**config.mk**
```make
export PLATFORM = sky130hd
export DESIGN_NAME = spi_cmd_engine
export DESIGN_NICKNAME = d
export VERILOG_FILES = /design/src/rtl/spi_cmd_pkg.sv /design/src/rtl/spi_cmd_clkdiv.sv /design/src/rtl/spi_cmd_ring.sv /design/src/rtl/spi_cmd_shifter.sv /design/src/rtl/spi_cmd_engine.sv
export SDC_FILE = /design/constraint.sdc
export NUM_CORES = 1
export LEC_CHECK = 0
export BUFFER_PORTS_ARGS = -buffer_cell sky130_fd_sc_hd__buf_2
export CAP_MARGIN = 25
export CORE_MARGIN = 5
export CORE_UTILIZATION = 55
export CTS_BUF_LIST = sky130_fd_sc_hd__clkbuf_16
export CTS_CLUSTER_DIAMETER = 50
export DETAILED_ROUTE_END_ITERATION = 16
export MAX_ROUTING_LAYER = met4
export PLACE_DENSITY = 0.72
export SYNTH_ARGS = -nofsm -noshare
export SYNTH_HDL_FRONTEND = slang
export SYNTH_SLANG_ARGS = --single-unit
```
**constraint.sdc**
```tcl
create_clock -name clk_i -period 5.9 [get_ports clk_i]
set_input_delay 0.295 -clock clk_i [delete_from_list [all_inputs] [get_ports clk_i]]
set_output_delay 0.295 -clock clk_i [all_outputs]
set_load 0.05 [all_outputs]
```
**src/rtl/spi_cmd_pkg.sv**
```systemverilog
package spi_cmd_pkg;
  localparam int BYTE_W = 8;

  localparam logic [3:0] OFF_OPC = 4'h0;
  localparam logic [3:0] OFF_CNT = 4'h1;
  localparam logic [3:0] OFF_CTL = 4'h2;
  localparam logic [3:0] OFF_DAT = 4'hC;
  localparam logic [3:0] OFF_STS = 4'hD;

  localparam int CTL_GO_BIT  = 0;
  localparam int CTL_CLR_BIT = 4;

  typedef enum logic [1:0] {
    ST_IDLE = 2'd0,
    ST_XFER = 2'd1,
    ST_GAP  = 2'd2
  } eng_state_e;

  function automatic logic [3:0] clamp_cnt(input logic [3:0] v, input int max_cnt);
    return (int'(v) > max_cnt) ? 4'(max_cnt) : v;
  endfunction
endpackage

```
**src/rtl/spi_cmd_clkdiv.sv**
```systemverilog
module spi_cmd_clkdiv (
  input  logic       clk_i,
  input  logic       rst_ni,
  input  logic       run_i,
  input  logic       sck_en_i,
  input  logic [1:0] speed_i,
  output logic       sck_o,
  output logic       bit_end_o
);
  logic [1:0] ph_q, last_ph, lo_len;

  // divide ratio: code 1 -> 2, code 2 -> 3, codes 3/0 -> 4
  always_comb begin
    unique case (speed_i)
      2'd1:    begin last_ph = 2'd1; lo_len = 2'd1; end
      2'd2:    begin last_ph = 2'd2; lo_len = 2'd2; end
      default: begin last_ph = 2'd3; lo_len = 2'd2; end
    endcase
  end

  always_ff @(posedge clk_i or negedge rst_ni) begin
    if (!rst_ni)                 ph_q <= '0;
    else if (!run_i)             ph_q <= '0;
    else if (ph_q == last_ph)    ph_q <= '0;
    else                         ph_q <= ph_q + 2'd1;
  end

  assign bit_end_o = run_i && (ph_q == last_ph);
  assign sck_o     = sck_en_i && (ph_q >= lo_len);
endmodule

```
**src/rtl/spi_cmd_ring.sv**
```systemverilog
module spi_cmd_ring #(
  parameter int DEPTH = 8,
  parameter int DW    = 8,
  localparam int PTR_W = $clog2(DEPTH)
) (
  input  logic             clk_i,
  input  logic             rst_ni,
  input  logic             clr_i,
  input  logic             wr_i,
  input  logic             adv_i,
  input  logic [DW-1:0]    wdata_i,
  input  logic             cap_i,
  input  logic [DW-1:0]    cap_data_i,
  input  logic [PTR_W-1:0] peek_idx_i,
  output logic [PTR_W-1:0] ptr_o,
  output logic [DW-1:0]    rdata_o,
  output logic [DW-1:0]    peek_o
);
  logic [DW-1:0]    mem_q [DEPTH];
  logic [PTR_W-1:0] ptr_q, ptr_inc;

  assign ptr_inc = (int'(ptr_q) == DEPTH - 1) ? '0 : ptr_q + 1'b1;

  always_ff @(posedge clk_i or negedge rst_ni) begin
    if (!rst_ni) begin
      for (int i = 0; i < DEPTH; i++) mem_q[i] <= '0;
      ptr_q <= '0;
    end else begin
      if (cap_i)     mem_q[ptr_q] <= cap_data_i;
      else if (wr_i) mem_q[ptr_q] <= wdata_i;
      if (clr_i)                      ptr_q <= '0;
      else if (cap_i || wr_i || adv_i) ptr_q <= ptr_inc;
    end
  end

  assign ptr_o   = ptr_q;
  assign rdata_o = mem_q[ptr_q];
  assign peek_o  = mem_q[peek_idx_i];
endmodule

```
**src/rtl/spi_cmd_shifter.sv**
```systemverilog
module spi_cmd_shifter import spi_cmd_pkg::*; #(
  parameter int TOT_W = 5,
  parameter int PTR_W = 3
) (
  input  logic              clk_i,
  input  logic              rst_ni,
  input  logic              start_i,
  input  logic [7:0]        opcode_i,
  input  logic [3:0]        wr_cnt_i,
  input  logic [TOT_W-1:0]  total_i,
  input  logic              bit_end_i,
  input  logic              miso_i,
  input  logic [7:0]        peek_i,
  output logic [PTR_W-1:0]  peek_idx_o,
  output logic              busy_o,
  output logic              xfer_o,
  output logic              mosi_o,
  output logic              cap_o,
  output logic [7:0]        cap_data_o
);
  eng_state_e       state_q;
  logic [7:0]       sh_q;
  logic [6:0]       rx_q;
  logic [7:0]       rx_nxt;
  logic [2:0]       bit_q;
  logic [TOT_W-1:0] byte_q;   // bytes finished before the current one
  logic             byte_done;

  assign rx_nxt    = {rx_q, miso_i};
  assign byte_done = (state_q == ST_XFER) && bit_end_i && (bit_q == 3'd7);

  always_ff @(posedge clk_i or negedge rst_ni) begin
    if (!rst_ni) begin
      state_q <= ST_IDLE;
      sh_q    <= '0;
      rx_q    <= '0;
      bit_q   <= '0;
      byte_q  <= '0;
    end else begin
      unique case (state_q)
        ST_IDLE: if (start_i) begin
          state_q <= ST_XFER;
          sh_q    <= opcode_i;
          bit_q   <= '0;
          byte_q  <= '0;
        end
        ST_XFER: if (bit_end_i) begin
          rx_q <= rx_nxt[6:0];
          if (bit_q == 3'd7) begin
            bit_q <= '0;
            if (byte_q == total_i) begin
              state_q <= ST_GAP;
              sh_q    <= '0;
            end else begin
              byte_q <= byte_q + 1'b1;
              sh_q   <= (byte_q < TOT_W'(wr_cnt_i)) ? peek_i : '0;
            end
          end else begin
            bit_q <= bit_q + 3'd1;
            sh_q  <= {sh_q[6:0], 1'b0};
          end
        end
        ST_GAP: if (bit_end_i) state_q <= ST_IDLE;
        default: state_q <= ST_IDLE;
      endcase
    end
  end

  assign peek_idx_o = byte_q[PTR_W-1:0];
  assign busy_o     = (state_q != ST_IDLE);
  assign xfer_o     = (state_q == ST_XFER);
  assign mosi_o     = xfer_o && sh_q[7];
  assign cap_o      = byte_done && (byte_q != '0);
  assign cap_data_o = rx_nxt;
endmodule

```
**src/rtl/spi_cmd_engine.sv**
```systemverilog
module spi_cmd_engine import spi_cmd_pkg::*; #(
  parameter int DEPTH   = 8,
  parameter int MAX_CNT = 8
) (
  input  logic       clk_i,
  input  logic       rst_ni,
  input  logic [3:0] addr_i,
  input  logic       wr_en_i,
  input  logic       rd_en_i,
  input  logic [7:0] wdata_i,
  output logic [7:0] rdata_o,
  output logic       sck_o,
  output logic       cs_no,
  output logic       mosi_o,
  input  logic       miso_i
);
  localparam int PTR_W = $clog2(DEPTH);
  localparam int TOT_W = $clog2(2 * MAX_CNT + 1);

  logic [7:0]       opc_q, cnt_q;
  logic [1:0]       speed_q;
  logic             busy, xfer, bit_end, wr_ok;
  logic             go, ptr_clr, dat_wr, dat_rd, cap;
  logic [7:0]       cap_data, ring_rdata, peek_data, sts;
  logic [PTR_W-1:0] ring_ptr, peek_idx;
  logic [3:0]       wr_cnt, rd_cnt;
  logic [TOT_W-1:0] total;

  assign wr_ok   = wr_en_i && !busy;
  assign go      = wr_ok && (addr_i == OFF_CTL) && wdata_i[CTL_GO_BIT];
  assign ptr_clr = go || (wr_ok && (addr_i == OFF_CTL) && wdata_i[CTL_CLR_BIT]);
  assign dat_wr  = wr_ok && (addr_i == OFF_DAT);
  assign dat_rd  = rd_en_i && !busy && (addr_i == OFF_DAT);

  always_ff @(posedge clk_i or negedge rst_ni) begin
    if (!rst_ni) begin
      opc_q   <= '0;
      cnt_q   <= '0;
      speed_q <= '0;
    end else if (wr_ok) begin
      if (addr_i == OFF_OPC) opc_q   <= wdata_i;
      if (addr_i == OFF_CNT) cnt_q   <= wdata_i;
      if (addr_i == OFF_STS) speed_q <= wdata_i[5:4];
    end
  end

  always_comb begin
    wr_cnt = clamp_cnt(cnt_q[3:0], MAX_CNT);
    rd_cnt = clamp_cnt(cnt_q[7:4], MAX_CNT);
    total  = TOT_W'(wr_cnt) + TOT_W'(rd_cnt);
  end

  always_comb begin
    sts = '0;
    sts[5:4] = speed_q;
    sts[PTR_W-1:0] = ring_ptr;
    unique case (addr_i)
      OFF_OPC: rdata_o = opc_q;
      OFF_CNT: rdata_o = cnt_q;
      OFF_CTL: rdata_o = {7'd0, busy};
      OFF_DAT: rdata_o = ring_rdata;
      OFF_STS: rdata_o = sts;
      default: rdata_o = '0;
    endcase
  end

  spi_cmd_clkdiv u_div (
    .clk_i     (clk_i),
    .rst_ni    (rst_ni),
    .run_i     (busy),
    .sck_en_i  (xfer),
    .speed_i   (speed_q),
    .sck_o     (sck_o),
    .bit_end_o (bit_end)
  );

  spi_cmd_ring #(.DEPTH(DEPTH), .DW(BYTE_W)) u_ring (
    .clk_i      (clk_i),
    .rst_ni     (rst_ni),
    .clr_i      (ptr_clr),
    .wr_i       (dat_wr),
    .adv_i      (dat_rd),
    .wdata_i    (wdata_i),
    .cap_i      (cap),
    .cap_data_i (cap_data),
    .peek_idx_i (peek_idx),
    .ptr_o      (ring_ptr),
    .rdata_o    (ring_rdata),
    .peek_o     (peek_data)
  );

  spi_cmd_shifter #(.TOT_W(TOT_W), .PTR_W(PTR_W)) u_shift (
    .clk_i      (clk_i),
    .rst_ni     (rst_ni),
    .start_i    (go),
    .opcode_i   (opc_q),
    .wr_cnt_i   (wr_cnt),
    .total_i    (total),
    .bit_end_i  (bit_end),
    .miso_i     (miso_i),
    .peek_i     (peek_data),
    .peek_idx_o (peek_idx),
    .busy_o     (busy),
    .xfer_o     (xfer),
    .mosi_o     (mosi_o),
    .cap_o      (cap),
    .cap_data_o (cap_data)
  );

  assign cs_no = !xfer;
endmodule

```
==> impl_results.md <==
- Status: completed
- Layout Nets: 561
- CP peak stage delay: 770 ps
- Yosys warnings: 0
- Wire per inst: 22.8 µm
- Clk pin slew, worst setup/hold paths: 70 ps
- Remaining DRCs: 0
- Root buf cell: clkbuf_16
- Post-synth net total: 538
- Layout area overhead: 9.29%
- Diodes inserted: 0
- Fin. Hold Viols: 0
- Stages on worst setup path: 4
- Die height: 117 µm
- Final Cycle Share: 0.525
- Kind of critical path: reg2reg
- Power share of the sequential group: 0.410
- # fillers: 902
- DRT Pass-1 Iters: 5
- Leak: 3.13 nW
- Area leader, netlist: dfrtp_1
- Async set-or-reset flop fraction in the synthesized netlist: 1.00
- Crit path arrival time: 3340 ps
- Port bufs: 27
- H-tree depth: 3
- Post-synthesis cell count: 505
- Clk network pwr share: 0.252
- Crit path cell chain: o41a_1 -> and3_1 -> o211ai_2 -> mux2_2
- Synth Flop Type: dfrtp_1
- Final slew viol count: 0
- Worst-skew pair later-pin latency: 350 ps
- Max-Cap Viols: 0
- Longest Clk Path Bufs: 2
- DPL Wire Length: 10900 µm
- Worst slew pin tran: 1050 ps
- Post-route ant nets: 0
- WP data required: 6140 ps
- GR Util All Layers: 0.237
- Avg Inst Size Synth: 12.6 µm²
- Core Area: 11400 µm²
- Top cells by count, synth: dfrtp_1 (112), mux2_2 (99), nand2_1 (40)
- Cell Area, Synth: 6350 µm²
- Clock skew: 6.95 ps
- First-pass GRT wire length: 25200 µm
- Post-synth EDFFs: 0
- Largest net degree at the start of global routing: 76
- DIE WIDTH: 117 µm
- Cell with the most instances after synthesis: dfrtp_1
- Max IR drop VDD: 0.000330 V
- Relative slew slack: 0.301
- Power Total: 0.00261 W
- Initial Utilization: 0.559
- CTS tree: done
- Initial antenna violation count: 0
- Post-synthesis sequential area ratio: 0.441
- Vias per cell: 6.39
- WHS: 214 ps
- Post-CTS setup buffer count: 0
- PD cells: 375 nW/µm²
- CP max FO: 23
- Highest clock rate: 323 MHz
- Top cells by area, synth: dfrtp_1 (44%), mux2_2 (18%), mux4_2 (9.2%)
- GP Congestion: 0.961
- I/O pin cnt: 28
- Post-route cell area: 6950 µm²
- Final setup TNS: 0 ps
- Die area: 13800 µm²
- Hold crit path type: in2reg
- Crit-path slowest cell: dfrtp_1
- Clock tree sinks: 112
- CP delay by family, top: compound AO/OA/AOI/OAI gates
- Final min period: 3100 ps
- Vias in the first global route: 4611
- Sw Share: 0.345
- Unrepaired setup endpoints after global routing: no
- Inst Count DP: 659
- Worst Setup End Kind: flip-flop
- Layout cell share with drive strength beyond 1: 0.349
- Placed Area: 6610 µm²
- Synth top area share: 0.441
- DR vias: 4323
- Buf/Inv on CP: 0
- Routed WL: 15400 µm
- Inserted Clock Buffers: 9
- Library cells used by synthesis: 61
- Comb pwr share: 0.338
- Final Non-Filler Cells: 676
- Pint: 0.00171 W
- Psw: 0.000899 W
- Hold Path Depth: 2
- Cells on worst reg2reg path: 4
- Synthesized flop and latch total: 112
- Startpoint Class: flip-flop
- Setup violators final: 0
- # rows: 39
- Remaining Overflow, GRT: 0
- DR iter-0 viols: 379
kinds of logic (layout without fill, tap and decap cells):
| logic type | count (synthesis) | in the layout | synth area share |
|---|---|---|---|
| AND/OR/NAND/NOR | 117 | 117 | 0.0992 |
| XOR/XNOR | 5 | 5 | 0.00925 |
| adder cells (fa/ha/maj) | 16 | 16 | 0.0327 |
| AO/OA/AOI/OAI | 68 | 68 | 0.0829 |
| multiplexers | 153 | 153 | 0.312 |
| buffers and inverters | 34 | 62 | 0.0232 |
| flip-flops | 112 | 112 | 0.441 |
power groups by stage:
stage / registers [W] / clock network, W / logic (W)
2_1_floorplan: 0.00102 / 0 / 0.000686
3_3_place_gp: 0.00107 / 0 / 0.000853
3_5_place_dp: 0.00108 / 0 / 0.000881
4_1_cts: 0.00106 / 0.000667 / 0.000885
5_1_grt: 0.00109 / 0.000703 / 0.000963
6_report: 0.00107 / 0.000656 / 0.000882
final timing paths:
kind                                        start                to  slack (ps)
worst max register to register  u_shift.byte_q[2]  u_ring.mem_q[48]        2800
min in group asynchronous                  rst_ni     u_div.ph_q[0]         450
worst min-delay path                   wdata_i[6]          opc_q[6]         210
max in group asynchronous                  rst_ni          cnt_q[5]        4130
worst min register to register    u_shift.rx_q[6]   u_shift.rx_q[6]         510
worst max-delay path            u_shift.byte_q[2]  u_ring.mem_q[48]        2800
through the flow:
step / worst slack (ps) / utilization
floorplan: 3090 / -
global placement: 2900 / 0.582
detailed placement: 2860 / 0.582
CTS: 2850 / 0.611
global route: 2690 / 0.611
finish: 2800 / 0.611
repair_timing:
item	CTS	global route
hold endpoints to repair	37	0
hold buffers	1	0
gates resized for setup	0	0
routing by layer:
layer / vias up / track usage / wire (µm)
li1: 1960 / - / -
met1: 2198 / 0.304 / 6650
met2: 137 / 0.384 / 7560
met3: 28 / 0.0495 / 816
met4: 0 / 0.0667 / 386
met5: - / - / 0
layout by cell type, fill, tap and decap left out, types with 3 or more instances in the layout:
master	synthesis	final
o21ai_0	21	21
buf_4	0	7
and3_1	5	5
nor2b_1	10	10
a21oi_1	8	8
inv_1	10	11
a222oi_1	4	4
a31oi_1	3	3
or3_1	4	4
nor3_1	3	3
nand3_1	12	12
a21o_1	3	3
buf_2	9	26
a22oi_1	3	3
o211a_1	3	3
dfrtp_1	112	112
nand3b_1	8	8
mux2_2	99	99
mux4_2	26	26
nand2_1	40	40
nor2_1	14	14
clkbuf_16	0	9
ha_1	15	15
nand2b_1	5	5
mux2i_1	28	28
a221oi_1	4	4
state kept, by name, summed over array words and instances, names as in the netlist:
name	flops
u_shift.bit_q	3
cnt_q	8
u_div.ph_q	2
opc_q	8
u_shift.sh_q	8
u_ring.ptr_o	3
u_shift.state_q	2
u_shift.byte_q	5
speed_q	2
u_shift.rx_q	7
u_ring.mem_q	64
area by class of cell:
| type | instances | area (µm²) | area share |
|---|---|---|---|
| inverters | 12 | 45.0 | 0.00649 |
| well taps | 143 | 179 | 0.0258 |
| clock buffers | 9 | 225 | 0.0324 |
| flip-flops and latches | 112 | 2800 | 0.404 |
| multi-input cells | 359 | 3400 | 0.490 |
| repair buffers | 34 | 193 | 0.0277 |
| clock inverters | 7 | 96.3 | 0.0139 |
(Power assumes the default switching activity.)
